<file path="config.mk">
export PLATFORM = sky130hd
export DESIGN_NAME = xfer_fifo_irq
export DESIGN_NICKNAME = d
export VERILOG_FILES = /design/src/rtl/xfer_fifo_pkg.sv /design/src/rtl/xfer_fifo_buf.sv /design/src/rtl/xfer_fifo_dpath.sv /design/src/rtl/xfer_fifo_ctrl.sv /design/src/rtl/xfer_fifo_irq.sv
export SDC_FILE = /design/constraint.sdc
export NUM_CORES = 1
export LEC_CHECK = 0
export BUFFER_PORTS_ARGS = -buffer_cell sky130_fd_sc_hd__buf_2
export CORE_MARGIN = 2
export CORE_UTILIZATION = 55
export CTS_CLUSTER_SIZE = 25
export DETAILED_ROUTE_END_ITERATION = 12
export PLACE_DENSITY_LB_ADDON = 0.12
export SYNTH_ARGS = -nofsm -noshare
export SYNTH_HDL_FRONTEND = slang
export SYNTH_SLANG_ARGS = --single-unit
</file>
<file path="constraint.sdc">
create_clock -name clk -period 4.6 [get_ports clk]
set_input_delay 0.46 -clock clk [delete_from_list [all_inputs] [get_ports clk]]
set_output_delay 0.46 -clock clk [all_outputs]
set_load 0.05 [all_outputs]
</file>
<file path="src/rtl/xfer_fifo_pkg.sv">
package xfer_fifo_pkg;

  localparam int REG_W = 32;
  localparam int THR_W = 4;

  localparam logic [2:0] ADDR_CTL  = 3'd0;
  localparam logic [2:0] ADDR_STAT = 3'd1;
  localparam logic [2:0] ADDR_IEN  = 3'd2;
  localparam logic [2:0] ADDR_IST  = 3'd3;
  localparam logic [2:0] ADDR_ICLR = 3'd4;
  localparam logic [2:0] ADDR_TXD  = 3'd5;
  localparam logic [2:0] ADDR_RXD  = 3'd6;

  localparam int BIT_OVR     = 0;
  localparam int BIT_RXDONE  = 3;
  localparam int BIT_TXDONE  = 4;
  localparam int BIT_RXRDY   = 9;
  localparam int BIT_RXFLUSH = 4;
  localparam int BIT_TXFLUSH = 12;
  localparam int RXTHR_LSB   = 0;
  localparam int TXTHR_LSB   = 8;

  typedef struct packed {
    logic txPush;
    logic rxPop;
    logic txFlush;
    logic rxFlush;
  } fifoStrobe_t;

  typedef struct packed {
    logic txDone;
    logic rxDone;
    logic overrun;
  } irqBits_t;

endpackage

</file>
<file path="src/rtl/xfer_fifo_buf.sv">
module xfer_fifo_buf #(
  parameter int W     = 32,
  parameter int DEPTH = 8,
  localparam int CW   = $clog2(DEPTH + 1),
  localparam int PW   = (DEPTH > 1) ? $clog2(DEPTH) : 1
) (
  input  logic          clk,
  input  logic          rstN,
  input  logic          flush,
  input  logic          push,
  input  logic          pop,
  input  logic [W-1:0]  wrData,
  output logic [W-1:0]  rdData,
  output logic [CW-1:0] count,
  output logic          full,
  output logic          empty
);

  logic [W-1:0]  mem [DEPTH];
  logic [PW-1:0] wrPtr;
  logic [PW-1:0] rdPtr;
  logic          doPush;
  logic          doPop;

  function automatic logic [PW-1:0] nextPtr(input logic [PW-1:0] p);
    return (p == PW'(DEPTH - 1)) ? '0 : p + 1'b1;
  endfunction

  assign full   = (count == CW'(DEPTH));
  assign empty  = (count == '0);
  assign doPush = push && !full;
  assign doPop  = pop && !empty;
  assign rdData = mem[rdPtr];

  always_ff @(posedge clk or negedge rstN) begin
    if (!rstN) begin
      wrPtr <= '0;
      rdPtr <= '0;
      count <= '0;
    end else if (flush) begin
      wrPtr <= '0;
      rdPtr <= '0;
      count <= '0;
    end else begin
      if (doPush) wrPtr <= nextPtr(wrPtr);
      if (doPop)  rdPtr <= nextPtr(rdPtr);
      count <= count + CW'(doPush) - CW'(doPop);
    end
  end

  always_ff @(posedge clk) begin
    if (doPush && !flush) mem[wrPtr] <= wrData;
  end

endmodule

</file>
<file path="src/rtl/xfer_fifo_dpath.sv">
module xfer_fifo_dpath
  import xfer_fifo_pkg::*;
#(
  parameter int DATA_W = 32,
  parameter int DEPTH  = 8,
  localparam int CW    = $clog2(DEPTH + 1)
) (
  input  logic              clk,
  input  logic              rstN,
  input  fifoStrobe_t       strobe,
  input  logic [DATA_W-1:0] txWrData,
  input  logic              engTxPop,
  input  logic              engRxPush,
  input  logic [DATA_W-1:0] engRxData,
  output logic              engTxValid,
  output logic [DATA_W-1:0] engTxData,
  output logic [DATA_W-1:0] rxHead,
  output logic [CW-1:0]     txCount,
  output logic [CW-1:0]     rxCount,
  output logic              rxOverrunEv,
  output logic              txDrainEv
);

  logic txFull, txEmpty, rxFull, rxEmpty;
  logic txPopOk;

  xfer_fifo_buf #(.W(DATA_W), .DEPTH(DEPTH)) u_txq (
    .clk    (clk),
    .rstN   (rstN),
    .flush  (strobe.txFlush),
    .push   (strobe.txPush),
    .pop    (engTxPop),
    .wrData (txWrData),
    .rdData (engTxData),
    .count  (txCount),
    .full   (txFull),
    .empty  (txEmpty)
  );

  xfer_fifo_buf #(.W(DATA_W), .DEPTH(DEPTH)) u_rxq (
    .clk    (clk),
    .rstN   (rstN),
    .flush  (strobe.rxFlush),
    .push   (engRxPush),
    .pop    (strobe.rxPop),
    .wrData (engRxData),
    .rdData (rxHead),
    .count  (rxCount),
    .full   (rxFull),
    .empty  (rxEmpty)
  );

  logic unusedFlags;
  assign unusedFlags = txFull ^ rxEmpty;

  assign engTxValid  = !txEmpty;
  assign txPopOk     = engTxPop && !txEmpty;
  // The last word leaves and nothing refills the queue in the same cycle.
  assign txDrainEv   = txPopOk && (txCount == CW'(1)) && !strobe.txPush && !strobe.txFlush;
  assign rxOverrunEv = engRxPush && rxFull;

endmodule

</file>
<file path="src/rtl/xfer_fifo_ctrl.sv">
module xfer_fifo_ctrl
  import xfer_fifo_pkg::*;
#(
  parameter int DATA_W = 32,
  parameter int CW     = 4
) (
  input  logic              clk,
  input  logic              rstN,
  input  logic              regWrEn,
  input  logic              regRdEn,
  input  logic [2:0]        regAddr,
  input  logic [REG_W-1:0]  regWrData,
  output logic [REG_W-1:0]  regRdData,
  input  logic [DATA_W-1:0] rxHead,
  input  logic [CW-1:0]     rxCount,
  input  logic              rxOverrunEv,
  input  logic              txDrainEv,
  output fifoStrobe_t       strobe,
  output irqBits_t          irqSt,
  output logic              irqOut
);

  localparam int CMPW = (CW > THR_W) ? CW : THR_W;

  logic [THR_W-1:0] rxThr;
  logic [THR_W-1:0] txThr;
  irqBits_t         irqEn;
  irqBits_t         clrMask;
  logic             wrCtl, wrIen, wrClr;
  logic             rxReady, rxReadyQ, rxRise;

  assign wrCtl = regWrEn && (regAddr == ADDR_CTL);
  assign wrIen = regWrEn && (regAddr == ADDR_IEN);
  assign wrClr = regWrEn && (regAddr == ADDR_ICLR);

  always_comb begin
    strobe.txPush  = regWrEn && (regAddr == ADDR_TXD);
    strobe.rxPop   = regRdEn && (regAddr == ADDR_RXD);
    strobe.txFlush = wrCtl && regWrData[BIT_TXFLUSH];
    strobe.rxFlush = wrCtl && regWrData[BIT_RXFLUSH];
  end

  always_comb begin
    clrMask = '0;
    if (wrClr) begin
      clrMask.txDone  = regWrData[BIT_TXDONE];
      clrMask.rxDone  = regWrData[BIT_RXDONE];
      clrMask.overrun = regWrData[BIT_OVR];
    end
  end

  assign rxReady = (rxCount != '0) && (CMPW'(rxCount) >= CMPW'(rxThr));
  assign rxRise  = rxReady && !rxReadyQ;

  always_ff @(posedge clk or negedge rstN) begin
    if (!rstN) begin
      rxThr    <= '0;
      txThr    <= '0;
      irqEn    <= '0;
      irqSt    <= '0;
      rxReadyQ <= 1'b0;
    end else begin
      rxReadyQ <= rxReady;
      if (wrCtl) begin
        rxThr <= regWrData[RXTHR_LSB +: THR_W];
        txThr <= regWrData[TXTHR_LSB +: THR_W];
      end
      if (wrIen) begin
        irqEn.txDone  <= regWrData[BIT_TXDONE];
        irqEn.rxDone  <= regWrData[BIT_RXDONE];
        irqEn.overrun <= regWrData[BIT_OVR];
      end
      // An event in the same cycle as its clear keeps the bit set.
      irqSt.txDone  <= txDrainEv   | (irqSt.txDone  & ~clrMask.txDone);
      irqSt.rxDone  <= rxRise      | (irqSt.rxDone  & ~clrMask.rxDone);
      irqSt.overrun <= rxOverrunEv | (irqSt.overrun & ~clrMask.overrun);
    end
  end

  assign irqOut = |(irqSt & irqEn);

  always_comb begin
    regRdData = '0;
    unique case (regAddr)
      ADDR_CTL: begin
        regRdData[RXTHR_LSB +: THR_W] = rxThr;
        regRdData[TXTHR_LSB +: THR_W] = txThr;
      end
      ADDR_STAT: regRdData[0] = (rxCount != '0);
      ADDR_IEN: begin
        regRdData[BIT_TXDONE] = irqEn.txDone;
        regRdData[BIT_RXDONE] = irqEn.rxDone;
        regRdData[BIT_OVR]    = irqEn.overrun;
      end
      ADDR_IST: begin
        regRdData[BIT_RXRDY]  = rxReady;
        regRdData[BIT_TXDONE] = irqSt.txDone;
        regRdData[BIT_RXDONE] = irqSt.rxDone;
        regRdData[BIT_OVR]    = irqSt.overrun;
      end
      ADDR_RXD: if (rxCount != '0) regRdData[DATA_W-1:0] = rxHead;
      default: regRdData = '0;
    endcase
  end

  logic unusedBits;
  assign unusedBits = ^{regWrData[REG_W-1:BIT_TXFLUSH+1], regWrData[7:5]};

endmodule

</file>
<file path="src/rtl/xfer_fifo_irq.sv">
module xfer_fifo_irq
  import xfer_fifo_pkg::*;
#(
  parameter int DATA_W = 32,
  parameter int DEPTH  = 8
) (
  input  logic              clk,
  input  logic              rstN,
  input  logic              regWrEn,
  input  logic              regRdEn,
  input  logic [2:0]        regAddr,
  input  logic [31:0]       regWrData,
  output logic [31:0]       regRdData,
  output logic              engTxValid,
  output logic [DATA_W-1:0] engTxData,
  input  logic              engTxPop,
  input  logic              engRxPush,
  input  logic [DATA_W-1:0] engRxData,
  output logic              irqOut
);

  localparam int CW = $clog2(DEPTH + 1);

  fifoStrobe_t       strobe;
  irqBits_t          irqSt;
  logic [DATA_W-1:0] rxHead;
  logic [CW-1:0]     txCount;
  logic [CW-1:0]     rxCount;
  logic              rxOverrunEv;
  logic              txDrainEv;

  xfer_fifo_ctrl #(.DATA_W(DATA_W), .CW(CW)) u_ctrl (
    .clk         (clk),
    .rstN        (rstN),
    .regWrEn     (regWrEn),
    .regRdEn     (regRdEn),
    .regAddr     (regAddr),
    .regWrData   (regWrData),
    .regRdData   (regRdData),
    .rxHead      (rxHead),
    .rxCount     (rxCount),
    .rxOverrunEv (rxOverrunEv),
    .txDrainEv   (txDrainEv),
    .strobe      (strobe),
    .irqSt       (irqSt),
    .irqOut      (irqOut)
  );

  xfer_fifo_dpath #(.DATA_W(DATA_W), .DEPTH(DEPTH)) u_dpath (
    .clk         (clk),
    .rstN        (rstN),
    .strobe      (strobe),
    .txWrData    (regWrData[DATA_W-1:0]),
    .engTxPop    (engTxPop),
    .engRxPush   (engRxPush),
    .engRxData   (engRxData),
    .engTxValid  (engTxValid),
    .engTxData   (engTxData),
    .rxHead      (rxHead),
    .txCount     (txCount),
    .rxCount     (rxCount),
    .rxOverrunEv (rxOverrunEv),
    .txDrainEv   (txDrainEv)
  );

endmodule

</file>
; ---- Word level (Yosys, flattened, before mapping)
; Memories as Yosys holds them, arrays and structs flattened.
; Index checks and enable logic that the tools add are counted.
[word_totals]
mem_count = 2
register_bits = 35
out_inout_bits = 66
word_cells = 114
ramBits = 512
[memory_table]
columns = name, words, word_bits, rd, rd_ports_with_merged_regs, write_ports, line
row1 = u_dpath.u_rxq.mem, 8, 32, 1, 0, 1, xfer_fifo_buf.sv:19  ; logic [W-1:0] mem [DEPTH];
row2 = u_dpath.u_txq.mem, 8, 32, 1, 0, 1, xfer_fifo_buf.sv:19
[classes]
bitwise_logic = 10
add_sub_neg = 8
n_lt_le_gt_ge = 1
n_eq_ne = 13
n_reduce_logical = 36
mux = 29
[op_table]
columns = op, n
row1 = $mux 3, 14
row2 = $mux 32, 1
row3 = $eq 3x3->1 const B, 7
row4 = $mux 20, 1
row5 = $logic_and 1x1->1, 19
row6 = $add 3x1->3 const B, 4
row7 = $add 4x1->4, 2
row8 = $eq 4x4->1 const B, 2
row9 = $logic_not 1->1, 8
row10 = $logic_not 4->1, 2
row11 = $mux 4, 2
row12 = $pmux 2 s2, 2
row13 = $reduce_bool 2->1, 4
row14 = $sub 4x1->4, 2
row15 = $eq 3x2->1 const B, 2
row16 = $pmux 1 s3, 2
row17 = $pmux 1 s5, 1
row18 = $eq 4x1->1 const B, 1
row19 = $ge 4x4->1, 1
row20 = $mux 1, 4
row21 = $pmux 1 s4, 1
row22 = $reduce_bool 4->1, 1
row23 = $and 1x1->1, 3
row24 = $and 3x3->3, 1
row25 = 6 further kinds, 10

; ---- Longest topological paths before layout
[depth]
ltp_word = 7
ltp_mapped = 12

; ---- By module
; From an unflattened synthesis, not the netlist that was laid out.
[hier_totals]
hier_cells = 1013
area_unflattened_um2 = 21813.4
[modules_own_cells]
columns = module, n_inst, area_per_inst_um2, cells_per_inst
row1 = xfer_fifo_buf at u_dpath.u_rxq, 1, 10427.5, 450
row2 = xfer_fifo_buf at u_dpath.u_txq, 1, 10292.4, 446
row3 = xfer_fifo_ctrl, 1, 1062.3, 112
row4 = xfer_fifo_dpath, 1, 31.3, 5

; ---- Worst setup path before layout
; Ideal clock, no wire load.
[synth_timing]
kind = input port to flip-flop
start = input port regAddr[1]
end = memory u_dpath.u_txq.mem[2][0], enable pin
path_stages = 5
t_required_ns = 4.132
path_slack_ns = 0.514
n_path_buf = 1
t_arrival_ns = 3.618
path_cell_list = buf_2 nand4b_1 a21oi_2 nand2b_1 nor3b_1
[synth_between]
elab_chain_len = 7
elab_cells_between_ends = 10
[synth_lines]
columns = item, line
row1 = from (decl), xfer_fifo_irq.sv:11  ; input logic [2:0] regAddr,
row2 = $logic_not 3->1, xfer_fifo_ctrl.sv:32  ; assign wrCtl = regWrEn && (regAddr == ADDR_CTL);
row3 = $logic_and 1x1->1, xfer_fifo_ctrl.sv:32
row4 = $logic_and 1x1->1, xfer_fifo_ctrl.sv:39  ; strobe.txFlush = wrCtl && regWrData[BIT_TXFLUSH];
row5 = $logic_not 1->1, xfer_fifo_buf.sv:52  ; if (doPush && !flush) mem[wrPtr] <= wrData;
row6 = $logic_and 1x1->1 *, xfer_fifo_buf.sv:52
row7 = $mux 1 *, xfer_fifo_buf.sv:52
row8 = $mux 1 (implied by the code) *, xfer_fifo_buf.sv:52
row9 = to (decl), xfer_fifo_buf.sv:19
; Mark *: on every way between the ends. The rest lies on a longest branch, timed or not.

; ---- Worst setup path in the final report
[layout_timing]
start = register u_dpath.u_txq.rdPtr[0]
end = output port engTxData[31]
[layout_between]
elab_chain_len = 1
[layout_lines]
columns = item, line
row1 = from (decl), xfer_fifo_buf.sv:21  ; logic [PW-1:0] rdPtr;
row2 = from (signal assigned), xfer_fifo_buf.sv:46  ; if (doPop) rdPtr <= nextPtr(rdPtr);
row3 = $mem_v2 8x32, n/a
row4 = to (decl), xfer_fifo_irq.sv:15  ; output logic [DATA_W-1:0] engTxData,
; No other way between the ends.

==> results.cfg <==
[timing]
timing_hold_violations_final = 0
timing.fmax_mhz = 263
final_max_slew_viol_count = 0
setup-violations-final = 0
tightest_slew_ns = 1.24
post-route-period-util = 0.826
fin_crit_ns = 3.80
slew_margin_rel = 0.174
rsz0062_at_grt = false
finalSetupTns_ns = 0
timing.clock.skew_ns = 0.0110

[critical_path]
crit_type = flip-flop to primary output
timing.rr.end = u_dpath.u_rxq.mem[0][22]
setup.worst_path.end_class = primary output
path_max_fanout = 53
cp.required_ns = 4.14
r2r-start = u_dpath.u_rxq.count[2]
worst_ep_arrival_time_ns = 3.34
rrSetupSlack_ns = 1.41
ff2ff_path_depth = 6
crit_path_start_kind = flip-flop

[detailed_routing]
wire_per_inst_um = 23.5
routed_wirelength_um = 40800
drt_pass1_iterations = 5
detail_route.vias_per_cell = 5.77
via_count = 10014
post-route-drc-count = 0
first_drt_iteration_drcs = 577
ant_nets = 0

[min_path]
min-delay-path-class = primary input to flip-flop
holdCritStartpoint = engRxData[10]
hold_end = u_dpath.u_rxq.mem[4][10]
min_delay_path_depth = 1

[clock_tree]
worst_setup_hold_path_clk_slew_ns = 0.06
clock_insertion_delay_worst_skew_ns = 0.60
cts_setup_buffers = 0
clock_tree_from_tritoncts = yes
cts_num_sinks = 547
h_tree_levels = 2
cts-root-to-sink-buffers = 3
root_buffer = sky130_fd_sc_hd__clkbuf_16
cts_buffers = 54

[yosys]
syn_avg_cell_area_sq_um = 21.4
synthesis.yosys.warnings = 0
number_of_enable_flip_flop_cells_after_synthesis = 512
syn_area_sq_um = 21600
async_flop_share = 0.0640
synth.net_count = 1108
dominantRegCellSynth = sky130_fd_sc_hd__edfxtp_1
synthesis_stage_register_bit_count = 547
synth-seq-area-share = 0.753
post_synth_num_cell_types = 52
post_synth_inst_count = 1009

[floorplan]
core-area_sq_um = 38600
initial_utilization = 0.558
fp.dieW_um = 202
number_of_ports_placed_on_the_die_boundary = 139
design.die.area_sq_um = 40800
die_outline_height_um = 202
placementRows = 72

[run_status]
status = finished clean

[job]
cap_violations = 0

[layout]
final_core_util = 0.634
finalNonFillerCells = 1736
layout-drive-gt1-share = 0.343
layout-area-overhead-vs-synth_pct = 13.6
fin_nets = 1278

[global_route]
grt_pass1_wl_um = 63100
global_route.usage.total = 0.207
grt_pass1_vias = 10636
grt_max_degree = 54
antenna_found_initial = 5
grt_remaining_overflow = 0

[power]
peakVddDrop_v = 0.000413
pwr_density_cell_nw_per_um2 = 585
totalPowerFinal_w = 0.0143
power_leakage_nw = 8.17

[placement]
finalWeightedCongestion = 0.751
buffer_ports.inserted = 138
placed_cells_incl_taps = 1640
place.detailed.hpwl_um = 24200
state kept, by name, indices dropped and copies added, names as in the netlist, 4 cells and up:
register             flops
u_ctrl.rxThr             4
u_dpath.u_txq.count      4
u_dpath.u_txq.mem      256
u_dpath.u_rxq.count      4
u_ctrl.txThr             4
u_dpath.u_rxq.mem      256
cells in the mapped netlist (6+ instances only):
cell type,instances,share of area
sky130_fd_sc_hd__nor2b_1,20,0.0058
sky130_fd_sc_hd__mux2i_1,30,0.014
sky130_fd_sc_hd__a2111oi_0,6,0.0024
sky130_fd_sc_hd__clkbuf_1,10,0.0017
sky130_fd_sc_hd__buf_6,8,0.0042
sky130_fd_sc_hd__nor2_1,45,0.0078
sky130_fd_sc_hd__nand2_1,19,0.0033
sky130_fd_sc_hd__nand2b_1,7,0.0020
sky130_fd_sc_hd__buf_2,23,0.0053
sky130_fd_sc_hd__ha_1,24,0.014
sky130_fd_sc_hd__a21oi_1,9,0.0021
sky130_fd_sc_hd__mux4_2,121,0.13
sky130_fd_sc_hd__nor3_1,6,0.0014
sky130_fd_sc_hd__edfxtp_1,512,0.71
sky130_fd_sc_hd__dfrtp_1,35,0.041
sky130_fd_sc_hd__inv_1,19,0.0033
sky130_fd_sc_hd__mux2_2,41,0.021
layout by cell type (no fill, tap or decap), types with 9 or more instances in the layout:
cell                        synthesis  routed
sky130_fd_sc_hd__nor2b_1           20      20
sky130_fd_sc_hd__mux2_2            41      41
sky130_fd_sc_hd__nand2_1           19      19
sky130_fd_sc_hd__dfrtp_1           35      30
sky130_fd_sc_hd__buf_2             23     138
sky130_fd_sc_hd__nor2_1            45      37
sky130_fd_sc_hd__edfxtp_1         512     512
sky130_fd_sc_hd__a21oi_1            9       9
sky130_fd_sc_hd__ha_1              24      24
sky130_fd_sc_hd__clkinv_1           0      13
sky130_fd_sc_hd__clkbuf_16          0      55
sky130_fd_sc_hd__inv_1             19      19
sky130_fd_sc_hd__buf_4              5      22
sky130_fd_sc_hd__clkbuf_1          10      18
sky130_fd_sc_hd__mux4_2           121     121
sky130_fd_sc_hd__mux2i_1           30      30
metrics by stage:
stage | hold slack [ns] | area, sq um | worst slack [ns]
floorplan | 0.164 | 21600 | 0.514
global placement | 0.492 | 22900 | 1.05
detailed placement | 0.498 | 22900 | 1.06
CTS | 0.0935 | 24500 | 0.689
global route | 0.115 | 24500 | 0.532
finish | 0.131 | 24500 | 0.799
logic make-up (layout without fill, tap and decap cells):
group / Yosys count / in the layout / synth area share
flops: 547 / 547 / 0.753
mux: 195 / 195 / 0.165
simple gates: 124 / 124 / 0.0311
buf+inv: 67 / 275 / 0.0166
compound gates: 46 / 46 / 0.0164
fa+ha+maj: 26 / 26 / 0.0158
xor+xnor: 4 / 4 / 0.00162
other cells: 0 / 1 / 0
routing by layer:
layer | GRT usage | wire length (um)
met5 | 0 | 58
met4 | 0.0580 | 787
met3 | 0.0448 | 1870
met2 | 0.355 | 21000
met1 | 0.269 | 17000
what timing repair did:
item                                   CTS  global route
hold buffers                             1             0
endpoints found under the hold margin   35             0
setup endpoints to repair                0             0
gates resized for setup                  0             0
where the power goes:
part	total, W	internal [W]	switching, W
combinational	0.00388	0.00167	0.00221
sequential	0.00647	0.00595	0.000520
clock	0.00398	0.00224	0.00174
total	0.0143	0.00986	0.00447
cell type report:
cell class / instances / area, sq um
Clock inverter: 21 / 135
Sequential cell: 547 / 16300
Tap cell: 518 / 648
Multi-Input combinational cell: 395 / 5060
Inverter: 19 / 71.3
Timing Repair Buffer: 162 / 886
Antenna cell: 1 / 2.50
Fill cell: 2650 / 14100
Clock buffer: 73 / 1440
critical path, cell delays in order, from the launching register on:
cell and delay, ns:
sky130_fd_sc_hd__dfrtp_4 1.13, sky130_fd_sc_hd__buf_4 0.46, sky130_fd_sc_hd__mux4_1 0.62, sky130_fd_sc_hd__mux2_2 0.27
sky130_fd_sc_hd__buf_2 0.21
worst max path at each step:
stage / from / end / slack [ns] / depth (start not counted)
after floorplan: regAddr[1] / u_dpath.u_txq.mem[2][0] / 0.51 / 5
after global placement: regAddr[0] / u_dpath.u_rxq.mem[0][27] / 1.05 / 7
after detailed placement: regAddr[0] / u_dpath.u_rxq.mem[0][22] / 1.06 / 7
after CTS: u_dpath.u_txq.rdPtr[0] / engTxData[31] / 0.69 / 4
after global routing: u_dpath.u_txq.rdPtr[0] / engTxData[31] / 0.53 / 4
final: u_dpath.u_txq.rdPtr[0] / engTxData[31] / 0.80 / 4
No activity file was read; power rests on OpenSTA's default activity.
